===== src/rtl/vlp_pkg.sv =====
package vlp_pkg;
  typedef enum logic [1:0] {
    EEW_8  = 2'd0,
    EEW_16 = 2'd1,
    EEW_32 = 2'd2,
    EEW_64 = 2'd3
  } eew_e;
  localparam int HINT_W = 3;
endpackage


===== src/rtl/vlp_group_dec.sv =====
module vlp_group_dec #(
  parameter int NREG  = 32,
  parameter int CNT_W = 2
) (
  input  logic [$clog2(NREG)-1:0] base,
  input  logic [CNT_W-1:0]        cnt,
  output logic [NREG-1:0]         mask,
  output logic                    overflow
);
  localparam int IDX_W = $clog2(NREG);
  localparam int SW    = IDX_W + (1 << CNT_W);

  logic [SW-1:0] span_w;
  logic [SW-1:0] end_w;

  always_comb begin
    span_w   = SW'(1) << cnt;
    end_w    = SW'(base) + span_w;
    overflow = end_w > SW'(NREG);
  end

  for (genvar r = 0; r < NREG; r++) begin : g_mask
    assign mask[r] = (SW'(r) >= SW'(base)) && (SW'(r) < end_w);
  end
endmodule


===== src/rtl/vlp_sweep_timer.sv =====
module vlp_sweep_timer #(
  parameter int SWEEP_LOG2 = 10
) (
  input  logic clk,
  input  logic rst_n,
  output logic sweep
);
  logic [SWEEP_LOG2-1:0] cnt_q;
  logic [SWEEP_LOG2-1:0] cnt_d;

  always_comb begin
    cnt_d = cnt_q + 1'b1;
    sweep = &cnt_q;
  end

  always_ff @(posedge clk or negedge rst_n) begin
    if (!rst_n) cnt_q <= '0;
    else        cnt_q <= cnt_d;
  end
endmodule


===== src/rtl/vlp_state_table.sv =====
module vlp_state_table
  import vlp_pkg::*;
#(
  parameter int NREG = 32
) (
  input  logic                    clk,
  input  logic                    rst_n,
  input  logic                    sweep,
  input  logic                    ld_en,
  input  logic [NREG-1:0]         ld_mask,
  input  eew_e                    ld_hint,
  input  logic                    st_en,
  input  logic [NREG-1:0]         st_mask,
  input  logic                    use_en,
  input  logic [$clog2(NREG)-1:0] use_idx,
  input  eew_e                    use_eew,
  output logic [NREG-1:0][1:0]    choice,
  output logic                    hiccup_d
);
  localparam int IDX_W = $clog2(NREG);

  logic [NREG-1:0][1:0] pred_q, pred_d;
  logic [NREG-1:0][1:0] lay_q,  lay_d;
  logic [NREG-1:0][1:0] hint_q, hint_d;
  logic [NREG-1:0]      trust_q, trust_d;
  logic [NREG-1:0]      pend_q,  pend_d;

  always_comb begin
    for (int r = 0; r < NREG; r++) begin
      choice[r] = trust_q[r] ? pred_q[r] : ld_hint;
    end
  end

  always_comb begin
    pred_d   = pred_q;
    lay_d    = lay_q;
    hint_d   = hint_q;
    trust_d  = trust_q;
    pend_d   = pend_q;
    hiccup_d = 1'b0;
    for (int r = 0; r < NREG; r++) begin
      if (ld_en && ld_mask[r]) begin
        lay_d[r]  = choice[r];
        hint_d[r] = ld_hint;
        pend_d[r] = 1'b1;
      end else if (st_en && st_mask[r]) begin
        pred_d[r] = lay_q[r];
      end else if (use_en && (use_idx == IDX_W'(r)) && pend_q[r]) begin
        pend_d[r] = 1'b0;
        lay_d[r]  = use_eew;
        if (lay_q[r] != use_eew) begin
          hiccup_d = 1'b1;
          if ((pred_q[r] == use_eew) && (hint_q[r] != use_eew))
            trust_d[r] = 1'b1;
          else if ((hint_q[r] == use_eew) && (pred_q[r] != use_eew))
            trust_d[r] = 1'b0;
        end
      end
      if (sweep) trust_d[r] = 1'b0;
    end
  end

  always_ff @(posedge clk or negedge rst_n) begin
    if (!rst_n) begin
      pred_q  <= '0;
      lay_q   <= '0;
      hint_q  <= '0;
      trust_q <= '0;
      pend_q  <= '0;
    end else begin
      pred_q  <= pred_d;
      lay_q   <= lay_d;
      hint_q  <= hint_d;
      trust_q <= trust_d;
      pend_q  <= pend_d;
    end
  end
endmodule


===== src/rtl/vlayout_predictor.sv =====
module vlayout_predictor
  import vlp_pkg::*;
#(
  parameter int NREG       = 32,
  parameter int CNT_W      = 2,
  parameter int SWEEP_LOG2 = 10
) (
  input  logic                                    clk,
  input  logic                                    rst_n,
  input  logic                                    ld_valid,
  input  logic [$clog2(NREG)-1:0]                 ld_base,
  input  logic [CNT_W-1:0]                        ld_cnt,
  input  logic [HINT_W-1:0]                       ld_hint,
  input  logic                                    st_valid,
  input  logic [$clog2(NREG)-1:0]                 st_base,
  input  logic [CNT_W-1:0]                        st_cnt,
  input  logic                                    use_valid,
  input  logic [$clog2(NREG)-1:0]                 use_reg,
  input  logic [1:0]                              use_eew,
  output logic                                    lay_vld,
  output logic [2*(1<<((1<<CNT_W)-1))-1:0]        lay_eew,
  output logic                                    hiccup,
  output logic                                    err
);
  localparam int IDX_W = $clog2(NREG);
  localparam int GMAX  = 1 << ((1 << CNT_W) - 1);
  localparam int VEC_W = 2 * GMAX;

  logic [NREG-1:0]      ld_mask, st_mask;
  logic                 ld_ovf, st_ovf;
  logic                 ld_bad, ld_ok, st_ok, use_ok, err_d;
  logic                 sweep, hiccup_d;
  logic [NREG-1:0][1:0] choice;
  logic [VEC_W-1:0]     vec_d;
  logic [IDX_W-1:0]     idx;

  vlp_group_dec #(.NREG(NREG), .CNT_W(CNT_W)) u_ld_dec (
    .base(ld_base), .cnt(ld_cnt), .mask(ld_mask), .overflow(ld_ovf));

  vlp_group_dec #(.NREG(NREG), .CNT_W(CNT_W)) u_st_dec (
    .base(st_base), .cnt(st_cnt), .mask(st_mask), .overflow(st_ovf));

  vlp_sweep_timer #(.SWEEP_LOG2(SWEEP_LOG2)) u_timer (
    .clk(clk), .rst_n(rst_n), .sweep(sweep));

  always_comb begin
    ld_bad = ld_ovf || ld_hint[HINT_W-1];
    ld_ok  = ld_valid && !ld_bad;
    st_ok  = st_valid && !ld_valid && !st_ovf;
    use_ok = use_valid && !ld_valid && !st_valid;
    err_d  = ld_valid ? ld_bad : (st_valid && st_ovf);
  end

  vlp_state_table #(.NREG(NREG)) u_table (
    .clk(clk), .rst_n(rst_n), .sweep(sweep),
    .ld_en(ld_ok), .ld_mask(ld_mask), .ld_hint(eew_e'(ld_hint[1:0])),
    .st_en(st_ok), .st_mask(st_mask),
    .use_en(use_ok), .use_idx(use_reg), .use_eew(eew_e'(use_eew)),
    .choice(choice), .hiccup_d(hiccup_d));

  always_comb begin
    vec_d = '0;
    idx   = '0;
    for (int i = 0; i < GMAX; i++) begin
      idx = ld_base + IDX_W'(i);
      if (i < (1 << ld_cnt)) vec_d[2*i +: 2] = choice[idx];
    end
  end

  always_ff @(posedge clk or negedge rst_n) begin
    if (!rst_n) begin
      lay_vld <= 1'b0;
      lay_eew <= '0;
      hiccup  <= 1'b0;
      err     <= 1'b0;
    end else begin
      lay_vld <= ld_ok;
      lay_eew <= ld_ok ? vec_d : '0;
      hiccup  <= hiccup_d;
      err     <= err_d;
    end
  end
endmodule


===== config.mk =====
export PLATFORM = sky130hd
export DESIGN_NAME = vlayout_predictor
export DESIGN_NICKNAME = d
export VERILOG_FILES = /design/src/rtl/vlp_pkg.sv /design/src/rtl/vlp_group_dec.sv /design/src/rtl/vlp_sweep_timer.sv /design/src/rtl/vlp_state_table.sv /design/src/rtl/vlayout_predictor.sv
export SDC_FILE = /design/constraint.sdc
export NUM_CORES = 1
export LEC_CHECK = 0
export CAP_MARGIN = 0
export CORE_MARGIN = 2
export CORE_UTILIZATION = 40
export CTS_CLUSTER_SIZE = 12
export DETAILED_ROUTE_END_ITERATION = 10
export DONT_BUFFER_PORTS = 1
export SLEW_MARGIN = 10
export SYNTH_ARGS = -nofsm -noshare
export SYNTH_HDL_FRONTEND = slang
export SYNTH_SLANG_ARGS = --single-unit

===== constraint.sdc =====
create_clock -name clk -period 6.33 [get_ports clk]
set_clock_uncertainty 0.2 [all_clocks]
set_input_delay 0.9495 -clock clk [delete_from_list [all_inputs] [get_ports clk]]
set_output_delay 0.9495 -clock clk [all_outputs]
set_load 0.01 [all_outputs]

==> results of run 1 <==
## layer usage
metal  GRT usage  vias to the layer above  routed length (um)
met5           0                        -                  13
met4      0.1018                        2                2979
met3     0.07943                      136                7507
met2      0.3885                      793               31860
met1      0.3713                     8940               33030
li1            -                     7960                   -
## cell usage after synthesis, drive strengths merged (4+ instances only)
cell | number | share of area
a2111oi | 8 | 0.0044
a211o | 7 | 0.0028
a211oi | 34 | 0.012
a21o | 28 | 0.0096
a21oi | 90 | 0.023
a221o | 5 | 0.0023
a221oi | 11 | 0.0058
a22oi | 5 | 0.0017
a311oi | 4 | 0.0016
a31oi | 13 | 0.0037
and2 | 13 | 0.0038
and3 | 18 | 0.0052
and3b | 6 | 0.0024
buf | 59 | 0.013
clkbuf | 103 | 0.018
dfrtp | 285 | 0.33
ha | 53 | 0.030
inv | 21 | 0.0036
mux2 | 212 | 0.11
mux2i | 209 | 0.096
mux4 | 38 | 0.039
nand2 | 168 | 0.029
nand2b | 29 | 0.0083
nand3 | 68 | 0.016
nand3b | 25 | 0.0086
nand4 | 11 | 0.0038
nor2 | 186 | 0.032
nor2b | 19 | 0.0054
nor3 | 40 | 0.011
nor3b | 11 | 0.0042
nor4 | 4 | 0.0018
o2111ai | 4 | 0.0016
o211ai | 15 | 0.0052
o21ai | 102 | 0.023
o221a | 5 | 0.0026
o221ai | 27 | 0.011
o22ai | 11 | 0.0032
o311a | 5 | 0.0023
or2 | 20 | 0.0057
or3 | 11 | 0.0034
xnor2 | 117 | 0.048
xor2 | 113 | 0.046
## power by group through the flow
stage	clock [mW]	sequential (mW)	combinational (mW)
floorplan	0	2.75	1.78
global placement	0	2.88	2.07
detailed placement	0	2.92	2.14
CTS	2.24	2.89	2.15
global route	2.32	2.97	2.39
finish	2.21	2.90	2.16
## sequential cells by signal, indices dropped and copies added, names as in the netlist
name / flops
err: 1
hiccup: 1
lay_eew: 16
lay_vld: 1
u_table.hint_q: 64
u_table.lay_q: 64
u_table.pend_q: 32
u_table.pred_q: 64
u_table.trust_q: 32
u_timer.cnt_q: 10
## layout make-up
type	count	area, um2
Clock buffer	51	1069
Clock inverter	13	196.4
Fill cell	5129	30280
Inverter	21	78.83
Multi-Input combinational cell	1778	14010
Sequential cell	285	7132
Tap cell	696	870.8
Timing Repair Buffer	38	285.3
## worst max-delay path by stage
stage / startpoint / slack, ns / cells after the start / endpoint
after floorplan: ld_base[0] / 1.81 / 16 / lay_eew[6]
after global placement: ld_cnt[1] / 1.76 / 8 / u_table.hint_q[25]
after detailed placement: ld_cnt[1] / 1.64 / 8 / u_table.hint_q[53]
after CTS: ld_cnt[1] / 2.24 / 8 / u_table.hint_q[24]
after global routing: ld_cnt[1] / 1.96 / 8 / u_table.lay_q[52]
final: ld_cnt[1] / 2.17 / 8 / u_table.hint_q[24]
## per-stage QoR
| step | cells | total power [mW] | worst slack [ns] | area, um2 | hold slack [ns] |
|---|---|---|---|---|---|
| 2_1_floorplan | 2246 | 4.531 | 1.813 | 21840 | 0.2386 |
| 3_3_place_gp | 2818 | 4.953 | 1.758 | 22370 | 0.2577 |
| 3_5_place_dp | 2818 | 5.054 | 1.635 | 22370 | 0.2585 |
| 4_1_cts | 2882 | 7.285 | 2.244 | 23640 | -0.1308 |
| 5_1_grt | 2882 | 7.687 | 1.964 | 23640 | -0.1344 |
| 6_report | 2882 | 7.268 | 2.173 | 23640 | -0.1133 |
## worst max-delay path: cells and delay by family
kind / cells / cell delay [ns]
and+or+nand+nor: 4 / 1.46
adders and majority gates: 1 / 0.49
muxes: 1 / 0.42
AOI/OAI and AO/OA: 2 / 1.05
## kinds of logic (layout without fill, tap and decap cells)
group                    count (synthesis)  count (layout)  synth area share
AND/OR/NAND/NOR                        638             638            0.1437
multiplexers                           459             459            0.2447
AO/OA/AOI/OAI                          396             396            0.1250
flip-flops                             285             285            0.3266
XOR/XNOR                               230             230           0.09362
buffers and inverters                  183             123           0.03421
adder cells (fa/ha/maj)                 55              55           0.03220
==> metrics list, run 1 <==
* Number of H-tree levels: 2
- From left edge to right edge, the die measures 237.7 um.
* Highest-delay cell along the critical path: sky130_fd_sc_hd__nor3_1
* Final count of negative-setup-slack endpoints: 0
- Delay of the slowest critical-path stage: 0.97 ns
- Max-slew violation total from the final report: 0
- Entering global routing, the biggest net connects 286 pins.
* Least-Margin Pin Slew: 1.283 ns
* Element type at the critical path start: primary input
- Leakage power summed over all cells: 9.887 nW
- Number of buffers created by CTS: 37
- Failing checks: hold timing
* Post-route minimum period: 4.157 ns
- Row generation in the floorplan step produced 85 rows.
- In this run the tightest slew margin relative to its limit is 0.1386.
* Layout net count: 2,245
- Growth of design area from synthesis to finish: 8.245%
- Timing would allow up to 240.5 MHz.
* Worst Path Required: 6.57 ns
* Routability Congestion: 0.9866
- The flow ran to the end, but the final reports show violations.
- Average instance area after synthesis: 9.723 um2
* Core utilization of the finished layout: 0.4384
- The synthesized netlist occupies a cell area of 21,840 um2.
- IR analysis of the VDD net gives a maximum drop of 0.1981 mV.
- CP dominant cell by count: sky130_fd_sc_hd__nor3_1
- Of the total power, the share spent switching nets is 0.3384.
* Number of top-level design ports: 48
- Summed over all nets, the switching power comes to 2.459 mW.
- Counting every sink on the clock net gives 285.
- WS Path Type: primary input to flip-flop
* Layout cell share with drive strength beyond 1: 0.1885
* Reg-to-reg critical path endpoint: lay_eew[3]
* Power per cell area: 307.5 nW/um2
* Initial antenna violation count: 5
- Summed over all layers, the global routing overflow is 0.
- The worst register-to-register path has a depth of 6.
* Number of input and output port buffers inserted: 0
* Count of nets left with antenna violations after detail routing: 0
* Drt first pass iters: 7
* Clk pin slew, worst setup/hold paths: 0.06 ns
* Worst hold path class: primary input to async pin
- Placeable core area: 53,920 um2
- The floorplan step defined a die boundary enclosing 56,480 um2.
- Relative contribution of sequential cells to total power: 0.399
- Worst setup EP type: flip-flop
* MaxCap Viol Count: 0
* Most frequent cells in the layout: sky130_fd_sc_hd__dfrtp_1 (285), sky130_fd_sc_hd__mux2_2 (209), sky130_fd_sc_hd__mux2i_1 (209)
* Max Root-Sink Buffers: 3
- For this run, the leading register cell type out of synthesis is sky130_fd_sc_hd__dfrtp_1.
- The number of gates resized after CTS was 0.
* Overall routing resource usage: 0.2668
- Hold timing on the final database bottoms out at a slack of -0.1133 ns.
- The number of failing hold endpoints at the final stage is 110.
- Dividing the final minimum period by the clock period gives 0.6568.
- Height of the die: 237.7 um
- Synthesis handed over a netlist of 2,246 instances.
- Of the total power, combinational logic draws 0.297.
- Total negative setup slack: 0 ns
- Post-DP HPWL: 54.76 mm
- Clock root cell: sky130_fd_sc_hd__clkbuf_16
- Along the worst path, the maximum fanout reaches 12.
- The synthesized netlist contains 88 unique library cells.
* Iteration-0 DRC count of the detailed router: 1,817
- Of the total power, the clock network draws 0.303.
* Routed wirelength normalized by instance count: 26.16 um
* Reg-to-reg slack, setup: 2.97 ns
- The internal portion of the total power is 4.809 mW.
- Ant diodes: 0
- Walking the worst path, the cells encountered are and2_1 -> ha_1 -> o21ai_0 -> a21oi_1 -> or4_1 -> nor3_1 -> nor3_1 -> mux2_2.
- Of all flip-flops after synthesis, the portion carrying an async set or reset was 1.000.
- Clock tree from TritonCTS: yes
- In this run, synthesis inferred 0 flip-flops with an integrated enable.
- The worst register-to-register path begins at u_table.trust_q[29].
- The final layout contains routed wiring with a total length of 75.39 mm.
- Syn Nets: 2,330
- Worst Path Arrival: 4.40 ns
- The via count of the first global-routing pass came to 17,250.
* Via total after detailed routing: 17,830
* FF+latch count, synth: 285
- Sequential element share of the synthesized area: 0.3266
- Leaving out fill and tap cells, the most frequent cell in the layout is sky130_fd_sc_hd__dfrtp_1.
- Total of warnings raised by yosys: 0
- Detailed-route vias per instance: 6.187
* Later-pin clock latency in the skew report: 0.58 ns
- Setup repair after global routing left no endpoint under its margin.
- Initial core utilization: 0.4050
* First-pass GRT wire length: 112.9 mm
- Post-detailed-route DRC marker count: 0
- Post-CTS timing repair inserted 0 buffers for setup.
Power figures use the tool's default switching activity.
==> run 2, diff against run 1 <==
clock period = 3.9 ns   (was 6.33 ns; I/O delays follow)
==> run 2 against run 1 <==
The flow still finishes with violations (hold timing). Setup slack got worse by 1.9 ns. Power rose by 60%. First-iteration DRC count rose by 8.4%. Wire length rose by 3.2%. Sequential cell count did not move. Final area rose by 1.7%. Die area did not move. Clock power rose by 48%. Register-to-register slack got worse by 2.0 ns. Sequential power rose by 63%.
==> metrics list, run 2 (synthesized netlist as in run 1, its figures left out) <==
* Hold Worst Slack: -0.4543 ns (-0.3410 ns)
* Number of top-level design ports: 48 (unchanged)
- Most frequent cells in the layout: sky130_fd_sc_hd__dfrtp_1 (285), sky130_fd_sc_hd__mux2_2 (209), sky130_fd_sc_hd__mux2i_1 (209)
- Setup repair after global routing left no endpoint under its margin.
- Count of nets left with antenna violations after detail routing: 0 (unchanged)
- Layout net count: 2,307 (+2.8%)
* Finished Layout Cells: 2,942 (+2.1%)
- The largest buffer count on any clock path was 3 (unchanged).
- CTS placed an instance of sky130_fd_sc_hd__clkbuf_16 at the clock tree root.
- Total length of routed wires: 77.83 mm (+3.2%)
- The clock buffer count from CTS was 35 (-5.4%).
- Resized cells post-CTS: 0 (unchanged)
* Growth of design area from synthesis to finish: 10.08%
* Worst setup EP type: flip-flop
* Initial core utilization: 0.4050 (unchanged)
- Period utilisation layout: 0.9278
* Outcome: finished, violations left
- Placeable core area: 53,920 um2 (unchanged)
* Number of H-tree levels: 2 (unchanged)
* Post-Layout Inst Area: 24,040 um2 (+1.7%)
* Worst-case setup slack after placement: -0.1658 ns (-1.801 ns)
* Final count of hold timing violations: 285 (+160%)
- Based on the critical path, the design can be clocked at up to 276.4 MHz.
- Worst path setup slack after routing: 0.2818 ns (-1.891 ns)
- The via count is 18,360 (+3.0%).
- The per-cell via count in the routed design is 6.242 (+0.88%).
- Routability Congestion: 0.9972 (+1.1%)
- Routed wirelength normalized by instance count: 26.45 um (+1.1%)
* Leakage power summed over all cells: 10.16 nW (+2.8%)
- Failing checks: hold timing
* Critical Path Sink: lay_eew[10]
- Element type at the critical path start: primary input
- Horizontal extent of the die: 237.7 um (unchanged)
- The number of cell rows came to 85 (unchanged).
- The power density over cell area was 482.8 nW/um2 (+57%).
* Core utilization of the finished layout: 0.4458 (+0.007426)
* Number of global-route vias before repair: 17,790 (+3.1%)
- Cells along the critical path: nor2_1 -> ha_1 -> fa_1 -> a21o_1 -> a21oi_4 -> xnor2_2 -> nor3_2 -> o211ai_1 -> or2_0 -> nor3_1
* Least-Margin Pin Slew: 1.074 ns (-0.2092 ns)
- The pin count of the biggest net entering global routing was 286 (unchanged).
* Biggest fanout along the worst timing path: 9 (-3)
- The number of detailed-routing iterations run before antenna repair was 5 (-2).
* Height of the die: 237.7 um (unchanged)
- Post-route minimum period: 3.618 ns
- Worst Path Required: 4.09 ns (-2.48 ns)
- Family of cells with the greatest summed delay on the critical path: simple AND/OR/NAND/NOR gates
* Max-slew violation total from the final report: 0 (unchanged)
- The overall track demand over capacity in global routing was 0.2756 (+0.008793).
* Worst hold path class: primary input to async pin
- Slew margin rel.: 0.2637 (+0.1252)
- WS Path Type: primary input to flip-flop
- For this design, the slowest cell found on the critical path is sky130_fd_sc_hd__nor3_1.
* Pwr Total: 11.60 mW (+60%)
* Layout cell share with drive strength beyond 1: 0.2085 (+0.01999)
- Iteration-0 DRC count of the detailed router: 1,970 (+8.4%)
* CTS sink cnt: 285 (unchanged)
- Number of buffers added for setup after CTS: 0 (unchanged)
- The number of DRC violations after detailed routing was 0 (unchanged).
- Reg-to-reg slack, setup: 1.02 ns (-1.95 ns)
- The number of maximum-capacitance violations is 0 (unchanged).
- The number of cells on the critical path came to 10 (+2).
- Number of buffers inserted for hold repair after clock tree synthesis: 4
* Cells on worst reg2reg path: 6 (unchanged)
* Total negative setup slack: 0 ns (unchanged)
- Number of input and output port buffers inserted: 0 (unchanged)
* Initial antenna violation count: 3 (-2)
- The largest registers in the layout are u_table.hint_q: 64 flops, u_table.lay_q: 64 flops, u_table.pred_q: 64 flops.
* Clk pin slew, worst setup/hold paths: 0.06 ns (about the same)
- The number of filler instances in the final layout was 5,079 (-0.97%).
- Post-DP HPWL: 55.79 mm (+1.9%)
- In this run the critical register-to-register path is launched from u_table.trust_q[18].
- Later-pin clock latency in the skew report: 0.56 ns (-0.02 ns)
* Worst path bufs/invs: 0 (unchanged)
- The post-placement cell area is 22,850 um2 (+2.1%).
- The endpoint identified for the worst register-to-register timing path is lay_eew[3].
* First-pass GRT wire length: 117.4 mm (+4.0%)
- Peak VDD IR: 0.4019 mV (+100%)
* Floorplan die area: 56,480 um2 (unchanged)
- The cell total after placement came to 2,878 (+2.1%).
- The remaining global-route overflow came to 0 (unchanged).
- Launch point of the critical path: ld_cnt[0]
- The data arrival at the endpoint of the critical path was 3.81 ns (-0.59 ns).
* Delay of the slowest critical-path stage: 0.64 ns (-0.33 ns)
* Clock tree from TritonCTS: yes
- The final count of negative-setup-slack endpoints came to 0 (unchanged).
* Most common cell after layout, fill and taps aside: sky130_fd_sc_hd__dfrtp_1
## run 2: worst reg2reg max path, cell delays in order (launching register included)
cell	delay (ns)
sky130_fd_sc_hd__dfrtp_1	0.45
sky130_fd_sc_hd__mux2i_1	0.91
sky130_fd_sc_hd__o21ai_0	0.23
sky130_fd_sc_hd__a211oi_1	0.29
sky130_fd_sc_hd__a21oi_1	0.06
sky130_fd_sc_hd__a311oi_1	0.45
sky130_fd_sc_hd__nor3_1	0.14
## run 2: cell type report
type | instances | area, um2 | area share
sequential | 285 | 7132 | 0.2967
antenna | 1 | 2.502 | 0.0001041
tap | 696 | 870.8 | 0.03623
clock buffer | 49 | 1028 | 0.04279
timing repair buffer | 102 | 810.8 | 0.03373
inverter | 21 | 78.83 | 0.003279
clock inverter | 10 | 111.4 | 0.004633
multi-input combinational | 1778 | 14000 | 0.5826
## run 2: worst min path at each step
| stage | end | slack [ns] | depth (start not counted) |
|---|---|---|---|
| 6_report | u_timer.cnt_q[5] | -0.45 | 0 |
| 5_1_grt | u_timer.cnt_q[5] | -0.48 | 0 |
| 4_1_cts | u_table.pred_q[30] | -0.49 | 0 |
| 3_5_place_dp | u_timer.cnt_q[5] | 0.11 | 0 |
| 3_3_place_gp | u_timer.cnt_q[0] | 0.11 | 0 |
| 2_1_floorplan | err | 0.09 | 0 |
## run 2: per-layer routing
layer | share of wire | global-route usage
met1 | 0.45 | 0.3949
met2 | 0.43 | 0.4105
met3 | 0.085 | 0.05876
met4 | 0.035 | 0.09453
met5 | 0 | 0
## run 2: report_power, final
part           total [mW]  leakage (nW)  internal, mW  switching [mW]
Combinational        3.59          6.08          1.89            1.70
Sequential           4.74          3.52          3.84           0.896
Clock                3.28         0.560          1.91            1.37
==> run 3, diff against run 2 <==
ABC_AREA = 1   (was unset)
==> run 3 against run 2 <==
Sequential share of layout area up 2.2 points. Synthesized area down 7.4%. Clock power up 4%. Combinational power down 7.5%. Clock-buffer cell count up 4. Non-clock buffer count down 23. Via count up 12%. Synthesized cell count up 31%. Register-to-register slack about the same. The run still ends with hold timing left. Maximum frequency up 13%. Final area down 7.0%. Largest power group unchanged.
==> metrics list, run 3 <==
* Power per cell area: 504.2 nW/um2 (+4.4%)
* Top cell types by occurrence after synthesis: sky130_fd_sc_hd__nand2_1 (894), sky130_fd_sc_hd__o21ai_0 (363), sky130_fd_sc_hd__dfrtp_1 (285)
- The chip width came to 228.9 um (-3.7%).
* Post-route minimum period: 3.196 ns (-0.4226 ns)
- The data arrival at the endpoint of the critical path was 3.44 ns (-0.37 ns).
* Worst path setup slack after routing: 0.7044 ns (+0.4226 ns)
- First-pass GRT wire length: 116.8 mm (-0.49%)
- The mapped cell area was 20,220 um2 (-7.4%).
- Initial core utilization: 0.4039 (-0.001076)
* Most frequent cells in the layout: sky130_fd_sc_hd__nand2_1 (894), sky130_fd_sc_hd__o21ai_0 (363), sky130_fd_sc_hd__dfrtp_1 (285)
- Worst hold path class: primary input to async pin
- Yosys instantiated no cell more often than sky130_fd_sc_hd__nand2_1.
- Number of top-level design ports: 48 (unchanged)
- The peak clock frequency supported by timing is 312.9 MHz (+13%).
- Number of input and output port buffers inserted: 0 (unchanged)
* Slew margin rel.: 0.2490 (-0.01479)
* Total length of routed wires: 76.24 mm (-2.0%)
* Total of warnings raised by yosys: 0 (unchanged)
- The first-iteration detailed-routing DRC count is 2,231 (+13%).
- Final count of hold timing violations: 285 (unchanged)
- The largest driver fanout on the critical path came to 25 (+16).
* Worst-case setup slack after placement: 0.2432 ns (+0.4089 ns)
- Reg-to-reg critical path endpoint: lay_eew[10]
- Worst setup EP type: flip-flop
- The clock insertion delay at the later pin of the skew report came to 0.56 ns (about the same).
* Cells on worst reg2reg path: 9 (+3)
- Hold Worst Slack: -0.4850 ns (-0.03071 ns)
- Worst Path Required: 4.14 ns (+0.05 ns)
- Count of nets left with antenna violations after detail routing: 0 (unchanged)
- Number of buffers created by CTS: 36 (+2.9%)
* Number of buffers inserted for hold repair after clock tree synthesis: 4 (unchanged)
* Initial antenna violation count: 1 (-2)
- The pin count of the biggest net entering global routing came to 286 (unchanged).
* Yosys cell types: 60 (-32%)
- Total negative setup slack: 0 ns (unchanged)
* Share of the synthesized area in the top cell type: 0.3527 (+0.02607)
- Layout cell share with drive strength beyond 1: 0.07731 (-0.1312)
* Element type at the critical path start: primary input
- In the synthesized netlist the dominant register cell turns out to be sky130_fd_sc_hd__dfrtp_1.
- Failing checks: hold timing
* WS Path Type: primary input to flip-flop
- Number of instances in the placed design: 3,582 (+24%)
- The flow ran to the end, but the final reports show violations.
* Max-slew violation total from the final report: 0 (unchanged)
- Floorplan die area: 52,370 um2 (-7.3%)
- The slew of the pin with the lowest slew margin came to 1.127 ns (+0.05290 ns).
- The number of instances in the synthesized netlist is 2,945 (+31%).
- Detailed-route vias per instance: 5.616 (-10%)
* Most common cell after layout, fill and taps aside: sky130_fd_sc_hd__nand2_1
* FF+latch count, synth: 285 (unchanged)
* Max Root-Sink Buffers: 3 (unchanged)
- Via total after detailed routing: 20,490 (+12%)
- Tracing the worst setup path back leads to its startpoint at ld_cnt[0].
* Peak VDD IR: 0.2336 mV (-42%)
- The total power is 11.27 mW (-2.9%).
- Routed wirelength normalized by instance count: 20.90 um (-21%)
- Clock tree synthesis selected as its root buffer the cell sky130_fd_sc_hd__clkbuf_16.
* Placement Rows: 82 (-3.5%)
* Ranking of synthesized cells by area: sky130_fd_sc_hd__dfrtp_1 (35%), sky130_fd_sc_hd__nand2_1 (17%), sky130_fd_sc_hd__o21ai_0 (9.0%)
- Period utilisation layout: 0.8194 (-0.1084)
- Clk pin slew, worst setup/hold paths: 0.06 ns (about the same)
- MaxCap Viol Count: 0 (unchanged)
* Leakage power summed over all cells: 10.83 nW (+6.6%)
* Number of buffers added for setup after CTS: 0 (unchanged)
- Start of the worst register-to-register path: u_table.trust_q[4]
* Final count of negative-setup-slack endpoints: 0 (unchanged)
* Number of flops mapped to enable cells by yosys: 0 (unchanged)
* Dominant cell type by area after synthesis: sky130_fd_sc_hd__dfrtp_1
- Routability Congestion: 0.9853 (-1.2%)
- Post-DP HPWL: 56.23 mm (+0.79%)
- The y dimension of the die is 228.9 um (-3.7%).
- Placeable core area: 50,070 um2 (-7.1%)
- Resized cells post-CTS: 0 (unchanged)
* Layout net count: 3,036 (+32%)
- The synthesized net count was 3,029 (+30%).
* Number of global-route vias before repair: 19,150 (+7.6%)
- Growth of design area from synthesis to finish: 10.57%
* Finished Layout Cells: 3,648 (+24%)
- The fraction of registers with async set/reset was 1.000 (unchanged).
- Unrepaired setup endpoints after global routing: no
- Core utilization of the finished layout: 0.4466 (+0.0007900)
* Total cell area at the placement stage: 21,160 um2 (-7.4%)
- The remaining global-route overflow came to 0 (unchanged).
- Sequential element share of the synthesized area: 0.3527 (+0.02607)
* Post-Layout Inst Area: 22,360 um2 (-7.0%)
- Overall routing resource usage: 0.2891 (+0.01350)
* Reg-to-reg slack, setup: 1.02 ns (about the same)
* Number of H-tree levels: 2 (unchanged)
- Drt first pass iters: 8 (+3)
* CTS sink cnt: 285 (unchanged)
- The largest registers in the layout are u_table.hint_q: 64 flops, u_table.lay_q: 64 flops, u_table.pred_q: 64 flops.
* Average instance area after synthesis: 6.867 um2 (-29%)
* Post-detailed-route DRC marker count: 0 (unchanged)
- Clock tree from TritonCTS: yes
## run 3: how the worst max path moves through the flow
stage / slack, ns / endpoint
2_1_floorplan: 0.91 / u_table.trust_q[26]
3_3_place_gp: 0.31 / u_table.lay_q[33]
3_5_place_dp: 0.24 / u_table.lay_q[33]
4_1_cts: 0.80 / u_table.lay_q[33]
5_1_grt: 0.45 / u_table.lay_q[33]
6_report: 0.70 / u_table.lay_q[33]
## run 3: worst max-delay path, stage by stage
cell	delay (ns)
sky130_fd_sc_hd__nor2_1	0.16
sky130_fd_sc_hd__ha_1	0.25
sky130_fd_sc_hd__fa_1	0.49
sky130_fd_sc_hd__inv_1	0.12
sky130_fd_sc_hd__nand2_1	0.14
sky130_fd_sc_hd__nor2_1	0.20
sky130_fd_sc_hd__nand2_2	0.09
sky130_fd_sc_hd__nand2_2	0.08
sky130_fd_sc_hd__nand2_4	0.19
sky130_fd_sc_hd__inv_4	0.41
sky130_fd_sc_hd__nand3_1	0.37
sky130_fd_sc_hd__o21ai_0	0.26
sky130_fd_sc_hd__nand2_1	0.07
## run 3: power by group
| part | internal [mW] | switching (mW) | leakage (nW) |
|---|---|---|---|
| sequential | 3.79 | 0.755 | 3.54 |
| clock | 2.01 | 1.40 | 0.566 |
| combinational | 1.32 | 2.00 | 6.73 |
## run 3: per-layer routing
| metal | vias to the layer above | track usage | routed length [um] |
|---|---|---|---|
| met1 | 9852 | 0.3971 | 33350 |
| met2 | 809 | 0.4540 | 33750 |
| met4 | 0 | 0.1047 | 3011 |
| li1 | 9664 | - | - |
| met5 | - | 0 | 0 |
| met3 | 163 | 0.05414 | 6124 |
## run 3: final cells by class
cell class | instances | area [um2]
Fill cell | 5255 | 27710
Clock buffer | 53 | 1056
Multi-Input combinational cell | 2285 | 11600
Timing Repair Buffer | 79 | 628.1
Inverter | 265 | 997.2
Clock inverter | 8 | 103.9
Antenna cell | 1 | 2.502
Sequential cell | 285 | 7132
Tap cell | 672 | 840.8
## run 3: logic make-up (layout without fill, tap and decap cells)
kind of cell / count (synthesis) / count (layout) / share of synthesized area
compound gates: 547 / 547 / 0.1503
xor+xnor: 141 / 141 / 0.06144
fa+ha+maj: 55 / 55 / 0.03477
buf+inv: 375 / 405 / 0.07400
flops: 285 / 285 / 0.3527
mux: 6 / 6 / 0.002970
other cells: 0 / 1 / 0
simple gates: 1536 / 1536 / 0.3238
